File: src/rtl/evt_sched_pkg.sv
package evt_sched_pkg;
  typedef enum logic [1:0] {
    MODE_BT656 = 2'd0,
    MODE_YC    = 2'd1,
    MODE_RAW   = 2'd2,
    MODE_TSI   = 2'd3
  } cap_mode_e;

  localparam int REG_W     = 32;
  localparam int REG_AW    = 2;
  localparam int HI_LSB    = 16;
  localparam int N_CHAN    = 3;
  localparam logic [REG_AW-1:0] ADDR_LIMITS = 2'd0;
  localparam logic [REG_AW-1:0] ADDR_THRESH = 2'd1;

  function automatic logic is_field_mode(cap_mode_e m);
    return (m == MODE_BT656) || (m == MODE_YC);
  endfunction
endpackage

File: src/rtl/evt_sched_regs.sv
module evt_sched_regs
  import evt_sched_pkg::*;
#(
  parameter int CNT_W   = 12,
  parameter int THR_W   = 12,
  parameter int THR_RST = 8
) (
  input  logic              clk_i,
  input  logic              rst_ni,
  input  logic              we_i,
  input  logic [REG_AW-1:0] addr_i,
  input  logic [REG_W-1:0]  wdata_i,
  output logic [REG_W-1:0]  rdata_o,
  output logic [CNT_W-1:0]  lim_f1_o,
  output logic [CNT_W-1:0]  lim_f2_o,
  output logic [THR_W-1:0]  thr1_o,
  output logic [THR_W-1:0]  thr2_o
);
  localparam logic [THR_W-1:0] THR_INIT = THR_W'(THR_RST);

  always_ff @(posedge clk_i or negedge rst_ni) begin
    if (!rst_ni) begin
      lim_f1_o <= '0;
      lim_f2_o <= '0;
      thr1_o   <= THR_INIT;
      thr2_o   <= THR_INIT;
    end else if (we_i) begin
      if (addr_i == ADDR_LIMITS) begin
        lim_f1_o <= wdata_i[CNT_W-1:0];
        lim_f2_o <= wdata_i[HI_LSB+CNT_W-1:HI_LSB];
      end else if (addr_i == ADDR_THRESH) begin
        thr1_o <= wdata_i[THR_W-1:0];
        thr2_o <= wdata_i[HI_LSB+THR_W-1:HI_LSB];
      end
    end
  end

  always_comb begin
    rdata_o = '0;
    if (addr_i == ADDR_LIMITS) begin
      rdata_o[CNT_W-1:0]               = lim_f1_o;
      rdata_o[HI_LSB+CNT_W-1:HI_LSB]   = lim_f2_o;
    end else if (addr_i == ADDR_THRESH) begin
      rdata_o[THR_W-1:0]               = thr1_o;
      rdata_o[HI_LSB+THR_W-1:HI_LSB]   = thr2_o;
    end
  end

  a_r2_limit_write: assert property (@(posedge clk_i) disable iff (!rst_ni)
    (we_i && addr_i == ADDR_LIMITS) |=>
      (lim_f1_o == $past(wdata_i[CNT_W-1:0]) &&
       lim_f2_o == $past(wdata_i[HI_LSB+CNT_W-1:HI_LSB])));

  a_r2_hold_no_write: assert property (@(posedge clk_i) disable iff (!rst_ni)
    !we_i |=> ($stable(thr1_o) && $stable(thr2_o) && $stable(lim_f1_o)));
endmodule

File: src/rtl/evt_thr_select.sv
module evt_thr_select #(
  parameter int CNT_W = 12,
  parameter int THR_W = 12
) (
  input  logic             clk_i,
  input  logic             rst_ni,
  input  logic             field_start_i,
  input  logic             field_id_i,
  input  logic             field_mode_i,
  input  logic             fire_i,
  input  logic [CNT_W-1:0] lim_f1_i,
  input  logic [CNT_W-1:0] lim_f2_i,
  input  logic [THR_W-1:0] thr1_i,
  input  logic [THR_W-1:0] thr2_i,
  output logic [THR_W-1:0] thr_act_o
);
  localparam logic [CNT_W-1:0] CNT_MAX = '1;

  logic [CNT_W-1:0] set_cnt_q;
  logic [CNT_W-1:0] lim_sel;
  logic             use_thr2;

  always_ff @(posedge clk_i or negedge rst_ni) begin
    if (!rst_ni)                               set_cnt_q <= '0;
    else if (field_start_i)                    set_cnt_q <= '0;
    else if (fire_i && set_cnt_q != CNT_MAX)   set_cnt_q <= set_cnt_q + 1'b1;
  end

  assign lim_sel   = field_id_i ? lim_f2_i : lim_f1_i;
  assign use_thr2  = field_mode_i && (set_cnt_q >= lim_sel);
  assign thr_act_o = use_thr2 ? thr2_i : thr1_i;

  a_r5_clear_on_start: assert property (@(posedge clk_i) disable iff (!rst_ni)
    field_start_i |=> (set_cnt_q == '0));

  a_r5_hold_when_idle: assert property (@(posedge clk_i) disable iff (!rst_ni)
    (!field_start_i && !fire_i) |=> $stable(set_cnt_q));

  a_r5_saturate: assert property (@(posedge clk_i) disable iff (!rst_ni)
    (!field_start_i && set_cnt_q == CNT_MAX) |=> (set_cnt_q == CNT_MAX));
endmodule

File: src/rtl/evt_accum.sv
module evt_accum
  import evt_sched_pkg::*;
#(
  parameter int INC_W = 4,
  parameter int THR_W = 12
) (
  input  logic              clk_i,
  input  logic              rst_ni,
  input  logic [INC_W-1:0]  inc_i,
  input  logic [THR_W-1:0]  thr_i,
  input  logic              field_mode_i,
  output logic              fire_o,
  output logic [N_CHAN-1:0] evt_o
);
  localparam int ACC_W = THR_W + INC_W + 1;

  logic [ACC_W-1:0]  acc_q;
  logic [ACC_W-1:0]  sum;
  logic [N_CHAN-1:0] chan_en;

  assign sum    = acc_q + ACC_W'(inc_i);
  assign fire_o = (sum >= ACC_W'(thr_i));

  always_ff @(posedge clk_i or negedge rst_ni) begin
    if (!rst_ni)     acc_q <= '0;
    else if (fire_o) acc_q <= sum - ACC_W'(thr_i);
    else             acc_q <= sum;
  end

  // channel 0 is luma, always enabled; chroma only in field-aware modes
  for (genvar c = 0; c < N_CHAN; c++) begin : g_chan
    assign chan_en[c] = (c == 0) ? 1'b1 : field_mode_i;
    always_ff @(posedge clk_i or negedge rst_ni) begin
      if (!rst_ni) evt_o[c] <= 1'b0;
      else         evt_o[c] <= fire_o && chan_en[c];
    end
  end

  a_r3_fire_strobe: assert property (@(posedge clk_i) disable iff (!rst_ni)
    fire_o |=> evt_o[0]);

  a_r3_no_spurious: assert property (@(posedge clk_i) disable iff (!rst_ni)
    !fire_o |=> (evt_o == '0));

  a_r4_set_aligned: assert property (@(posedge clk_i) disable iff (!rst_ni)
    (evt_o[1] || evt_o[2]) |-> (evt_o[0] && evt_o[1] && evt_o[2]));

  a_r8_luma_only: assert property (@(posedge clk_i) disable iff (!rst_ni)
    !field_mode_i |=> (evt_o[2:1] == 2'b00));
endmodule

File: src/rtl/field_evt_sched.sv
module field_evt_sched
  import evt_sched_pkg::*;
#(
  parameter int CNT_W   = 12,
  parameter int THR_W   = 12,
  parameter int INC_W   = 4,
  parameter int THR_RST = 8
) (
  input  logic              clk_i,
  input  logic              rst_ni,
  input  logic              reg_we_i,
  input  logic [1:0]        reg_addr_i,
  input  logic [31:0]       reg_wdata_i,
  output logic [31:0]       reg_rdata_o,
  input  logic [1:0]        mode_i,
  input  logic              field_start_i,
  input  logic              field_id_i,
  input  logic [INC_W-1:0]  fill_inc_i,
  output logic              y_evt_o,
  output logic              cb_evt_o,
  output logic              cr_evt_o,
  output logic [THR_W-1:0]  reload_o
);
  logic [CNT_W-1:0]  lim_f1, lim_f2;
  logic [THR_W-1:0]  thr1, thr2, thr_act;
  logic              field_mode, fire;
  logic [N_CHAN-1:0] evt;

  assign field_mode = is_field_mode(cap_mode_e'(mode_i));

  evt_sched_regs #(.CNT_W(CNT_W), .THR_W(THR_W), .THR_RST(THR_RST)) u_regs (
    .clk_i    (clk_i),
    .rst_ni   (rst_ni),
    .we_i     (reg_we_i),
    .addr_i   (reg_addr_i),
    .wdata_i  (reg_wdata_i),
    .rdata_o  (reg_rdata_o),
    .lim_f1_o (lim_f1),
    .lim_f2_o (lim_f2),
    .thr1_o   (thr1),
    .thr2_o   (thr2)
  );

  evt_thr_select #(.CNT_W(CNT_W), .THR_W(THR_W)) u_sel (
    .clk_i         (clk_i),
    .rst_ni        (rst_ni),
    .field_start_i (field_start_i),
    .field_id_i    (field_id_i),
    .field_mode_i  (field_mode),
    .fire_i        (fire),
    .lim_f1_i      (lim_f1),
    .lim_f2_i      (lim_f2),
    .thr1_i        (thr1),
    .thr2_i        (thr2),
    .thr_act_o     (thr_act)
  );

  evt_accum #(.INC_W(INC_W), .THR_W(THR_W)) u_acc (
    .clk_i        (clk_i),
    .rst_ni       (rst_ni),
    .inc_i        (fill_inc_i),
    .thr_i        (thr_act),
    .field_mode_i (field_mode),
    .fire_o       (fire),
    .evt_o        (evt)
  );

  assign y_evt_o  = evt[0];
  assign cb_evt_o = evt[1];
  assign cr_evt_o = evt[2];
  assign reload_o = thr_act;

  a_r7_reload_choice: assert property (@(posedge clk_i) disable iff (!rst_ni)
    (reload_o == thr1) || (reload_o == thr2));

  a_r8_raw_thr1: assert property (@(posedge clk_i) disable iff (!rst_ni)
    !field_mode |-> (reload_o == thr1));
endmodule

File: config.mk
export PLATFORM = sky130hd
export DESIGN_NAME = field_evt_sched
export DESIGN_NICKNAME = d
export VERILOG_FILES = /design/src/rtl/evt_sched_pkg.sv /design/src/rtl/evt_sched_regs.sv /design/src/rtl/evt_thr_select.sv /design/src/rtl/evt_accum.sv /design/src/rtl/field_evt_sched.sv
export SDC_FILE = /design/constraint.sdc
export NUM_CORES = 1
export LEC_CHECK = 0
export ABC_AREA = 1
export BUFFER_PORTS_ARGS = -buffer_cell sky130_fd_sc_hd__buf_2
export CAP_MARGIN = 0
export CORE_MARGIN = 4
export CORE_UTILIZATION = 33
export DETAILED_ROUTE_END_ITERATION = 6
export SLEW_MARGIN = 20
export SYNTH_ARGS = -nofsm -noshare
export SYNTH_HDL_FRONTEND = slang
export SYNTH_SLANG_ARGS = --single-unit
File: constraint.sdc
create_clock -name clk_i -period 5 [get_ports clk_i]
set_clock_uncertainty 0.2 [all_clocks]
set_input_delay 0.5 -clock clk_i [delete_from_list [all_inputs] [get_ports clk_i]]
set_output_delay 0.5 -clock clk_i [all_outputs]
set_load 0.02 [all_outputs]
# == Word level (Yosys, flattened, before mapping) ==
# Cells that the tools add are included.
# op_classes
n_reduce_logical,9
eq_ne,3
n_lt_le_gt_ge,2
bitwise_logic,1
muxes,9
n_addsub,3
# op_table
cell,count
$mux W12,8
$add A17 B4 Y17,1
$ge A17 B12 Y1,1
$mux W17,1
$sub A17 B12 Y17,1
$add A12 B1 Y12 const B,1
$ge A12 B12 Y1,1
$ne A12 B12 Y1 const B,1
$eq A2 B1 Y1 const B,2
$logic_not A2 Y1,2
$logic_and A1 B1 Y1,3
$reduce_and A3 Y1,1
$reduce_and A2 Y1,1
$reduce_bool A2 Y1,1
$logic_or A1 B1 Y1,1
$not A1 Y1,1
# totals
out_inout_bits,47
wordCells,35
ff_bits,79

# == Depth between registers and ports, before layout ==
# depth
depth_word,8
ltp_mapped,29

# == By module ==
# A second synthesis with hierarchy kept.
# unflattened
hier_cells,831
hier_area_um2,5839.4
# modules_own_cells
module,cells_per_inst,area_per_inst_um2,n_inst
evt_sched_regs,301,2337.2,1
evt_accum,328,2154.6,1
evt_thr_select,201,1343.8,1
field_evt_sched,1,3.8,1

# == Worst setup path before layout ==
# Ideal clock, no wire load.
# synth_timing
path_type,in2reg
from,in field_id_i
to,reg u_acc.acc_q[16]
arrival_ns,4.109
path_slack_ns,0.578
n_path_buf,2
path_stages,23
path_cell_list,clkbuf_1 o21ai_0 ha_1 nand2_1 nor2_1 nand3_1 nand4_1 nand2_1 clkbuf_1 o21ai_0 ha_1 inv_1 fa_1 nand3_1 nand2_1 nand2_1 nand3_1 nand3_1 nand2_1 a21boi_0 nand4_1 nand2_1 inv_1
# synth_between
elab_chain_cells,6
elab_cells_between_ends,7
cone_classes,add/sub (1); order compare (2); mux (3); reduce/logical (1)
# synth_lines
item,line_no,text
from (decl),field_evt_sched.sv:17,"input logic field_id_i,"
$mux W12 (*),evt_thr_select.sv:29,assign lim_sel = field_id_i ? lim_f2_i : lim_f1_i;
$ge A12 B12 Y1 (*),evt_thr_select.sv:30,assign use_thr2 = field_mode_i && (set_cnt_q >= lim_sel);
$logic_and A1 B1 Y1 (*),evt_thr_select.sv:30,
$mux W12 (*),evt_thr_select.sv:31,assign thr_act_o = use_thr2 ? thr2_i : thr1_i;
named net reload_o[0],field_evt_sched.sv:22,output logic [THR_W-1:0] reload_o
$sub A17 B12 Y17 / $ge A17 B12 Y1 (equally long branches),"evt_accum.sv:26, evt_accum.sv:22",
$mux W17 (*),evt_accum.sv:26,else if (fire_o) acc_q <= sum - ACC_W'(thr_i);
to (signal assigned),evt_accum.sv:26,
to (signal assigned),evt_accum.sv:27,else acc_q <= sum;
to (decl),evt_accum.sv:17,logic [ACC_W-1:0] acc_q;
# The timed path passes the listed nets; every way through them passes the cells marked *.
# A chain may end at the register's enable or synchronous reset.

# == Worst setup path after layout ==
# layout_timing
from,in field_id_i
to,reg u_acc.acc_q[16]
# layout_between
elab_chain_cells,6
elab_cells_between_ends,7
cone_classes,add/sub (1); order compare (2); mux (3); reduce/logical (1)
# layout_lines
item,line_no
$mux W12 (*),evt_thr_select.sv:29
$ge A12 B12 Y1 (*),evt_thr_select.sv:30
$logic_and A1 B1 Y1 (*),evt_thr_select.sv:30
$mux W12 (*),evt_thr_select.sv:31
$sub A17 B12 Y17 / $ge A17 B12 Y1 (equally long branches),"evt_accum.sv:26, evt_accum.sv:22"
$mux W17 (*),evt_accum.sv:26
# Every way passes the cells marked *; elsewhere a longest branch is shown, timed or not.

==> impl_metrics.json <==
{
  "status": "complete, but fails checks",
  "failed_checks": "DRC, hold timing",
  "drive_gt1_share_pct": 14.43,
  "tightest_slew_ns": 0.7288,
  "cap_violations": 0,
  "first_pass_iters": 7,
  "clkSinkCount": 79,
  "nNetsFinal": 882,
  "clk_latency_ns": 0.34,
  "grt_first_pass_wirelength_mm": 22.51,
  "synth_top_area_share_pct": 36.66,
  "place.gp.congestion": 0.8163,
  "synth_cells": 736,
  "place_inst": 1006,
  "yosys.area.top_type": "dfrtp_1",
  "place_hpwl_mm": 10.48,
  "fp-row-count": 45,
  "synth_seq_area_share_pct": 37.66,
  "r2r_setup_slack_ns": 0.65,
  "hold_class": "primary input to asynchronous set/reset pin",
  "syn_area_per_cell_um2": 7.142,
  "ant_nets": 0,
  "fin_crit_ns": 4.424,
  "cts_tree": "yes",
  "syn_area_mm2": 0.005256,
  "power.density_mw_per_mm2": 544.7,
  "via_count": 4680,
  "end_kind": "register",
  "antenna_found_initial": 0,
  "drt-initial-drc-count": 294,
  "yosysMostFrequentCell": "nand2_1",
  "dieArea_mm2": 0.01801,
  "rsz0062_at_grt": "false",
  "io_pins": 92,
  "ys_async_sr_fraction_pct": 100.0,
  "synth_cell_types": 37,
  "worst_r2r_path_depth": 24,
  "seq_area_mm2": 0.001979,
  "wl_met1_mm": 6.490,
  "cts-htree-levels": 3,
  "slowest_delay_ns": 0.45,
  "dr_wl_met3_um": 623,
  "cpMostUsedCell": "nand2_1",
  "path_max_fanout": 24,
  "ys_ff_latch": 79,
  "avgViaCountPerCell": 4.579,
  "path_class": "primary input to register",
  "leakagePower_nw": 3.305,
  "ir_worst_vdd_mv": 0.2807,
  "grt_pass1_vias": 4447,
  "io_buffers": 74,
  "area_delta_synth_final_pct": 17.33,
  "fin_crit_sh_pct": 88.48,
  "cts_setup_buffers": 0,
  "num_antenna_cells": 0,
  "clkTransAtPathRegs_ns": 0.06,
  "cts_resized": 0,
  "overflow": 0,
  "final_max_slew_viol_count": 0,
  "cts-buffers-inserted": 9,
  "r2r-start": "u_regs.lim_f2_o[7]",
  "cp.required_ns": 5.03,
  "core_mm2": 0.01543,
  "synth.area.top_cells": "dfrtp_1 37%, nand2_1 15%, o21ai_0 10%",
  "die_h_um": 134.2,
  "yosysWarnings": 0,
  "path_buf_inv": 4,
  "initial_core_util_pct": 34.07,
  "crit_path_cell_trace": "buf_2 -> o21ai_0 -> ha_1 -> nand2_1 -> nor2_1 -> nand3_1 -> nand4_1 -> nand2_1 -> buf_4 -> o21ai_0 -> ha_1 -> inv_1 -> fa_1 -> nand3_1 -> nand2_1 -> nand2_1 -> nand3_1 -> nand3_1 -> nand2_1 -> a21boi_0 -> nand4_1 -> nand2_1 -> inv_1",
  "synth_flop_cell": "dfrtp_1",
  "wl_met2_mm": 6.235,
  "startpoint_type": "primary input",
  "fillers": 1628,
  "final_cells": 1022,
  "wl_per_cell_um": 13.46,
  "clock_path_buffers": 2,
  "die_x_um": 134.2,
  "finalHoldViolCount": 12,
  "rr_endpoint": "u_acc.acc_q[16]",
  "arrival_ns": 4.45,
  "holdWs_ns": -0.01523,
  "cp_slowest_cell": "o21ai_0",
  "synthTopCellsByCount": "213 x nand2_1, 109 x inv_1, 109 x o21ai_0",
  "drc": 2,
  "grt.total_usage_pct": 15.60,
  "setup_violations": 0,
  "relSlewSlack_pct": 51.41,
  "top_layer_used": "met4",
  "max_clock_freq_ghz": 0.2261,
  "wirelength_mm": 13.76,
  "grt_max_degree": 80,
  "multiInputGateArea_mm2": 0.002701,
  "tns_ns": 0,
  "clockRootBuffer": "clkbuf_16",
  "ctsHoldBuffers": 0,
  "synth_edf_count": 0,
  "path_delay_family": "simple AND/OR/NAND/NOR gates"
}
cell type report:
class / count / share of cell area (%)
flip-flops and latches: 79 / 32.10
clock inverters: 3 / 1.461
clock buffers: 13 / 4.220
multi-input cells: 520 / 43.80
inverters: 112 / 6.817
well taps: 211 / 4.281
repair buffers: 84 / 7.324
report_power, final:
part           internal (mW)  switching (mW)
combinational          0.623            1.06
sequential             0.802           0.109
clock                  0.516           0.252
metal layers:
layer,up-vias,GRT usage [%]
li1,2446,-
met1,2094,21.01
met2,112,25.00
met3,28,3.113
met4,0,5.543
met5,-,0
state kept, by name, indices dropped and copies added (netlist names):
register / count
u_acc.acc_q: 17
u_regs.lim_f2_o: 12
u_sel.set_cnt_q: 12
u_acc.evt_o: 2
u_regs.thr1_o: 12
u_regs.lim_f1_o: 12
u_regs.thr2_o: 12
cell usage in the layout, fill, tap and decap left out, types with 4 or more instances in the layout:
master	netlist	layout
a21oi_1	16	16
nand2_2	5	5
clkbuf_16	0	9
o21ai_0	109	109
nor2_2	4	4
inv_1	109	109
ha_1	29	29
o21ai_1	6	6
nor2_1	35	35
xor2_1	18	18
buf_4	11	10
nand3_1	37	37
buf_2	1	73
xnor2_1	10	10
conb_1	1	8
nand2_1	213	213
nand4_1	9	9
dfrtp_1	77	77
metrics by stage:
step	hold WS (ns)	worst slack [ns]	total power, mW	area [um^2]	util (%)
after floorplan	0.004409	0.5779	2.183	5283	-
after global placement	0.2668	0.2992	2.566	5813	37.68
after detailed placement	0.2727	0.2298	2.575	5813	37.68
after CTS	0.1738	0.5746	3.372	6163	39.95
after global routing	0.06758	0.1019	3.670	6167	39.98
final	-0.01523	0.5762	3.359	6167	39.98
worst max-delay path by stage:
stage / from / endpoint / slack (ns) / depth (start not counted)
floorplan: field_id_i / u_acc.acc_q[16] / 0.58 / 23
global placement: field_id_i / u_acc.acc_q[16] / 0.30 / 23
detailed placement: field_id_i / u_acc.acc_q[16] / 0.23 / 23
CTS: field_id_i / u_acc.acc_q[16] / 0.57 / 23
global route: field_id_i / u_acc.acc_q[2] / 0.10 / 21
finish: field_id_i / u_acc.acc_q[16] / 0.58 / 23
cells by family (layout without fill, tap and decap cells):
group                    after synthesis  in the layout  synth area share (%)
flip-flops                            79             79                 37.66
other                                  1              8               0.07134
AND/OR/NAND/NOR                      314            314                 24.90
XOR/XNOR                              28             28                 4.665
adder cells (fa/ha/maj)               31             31                 7.665
AO/OA/AOI/OAI                        139            139                 13.59
buffers and inverters                144            212                 11.45
No activity file was read; power rests on OpenSTA's default activity.
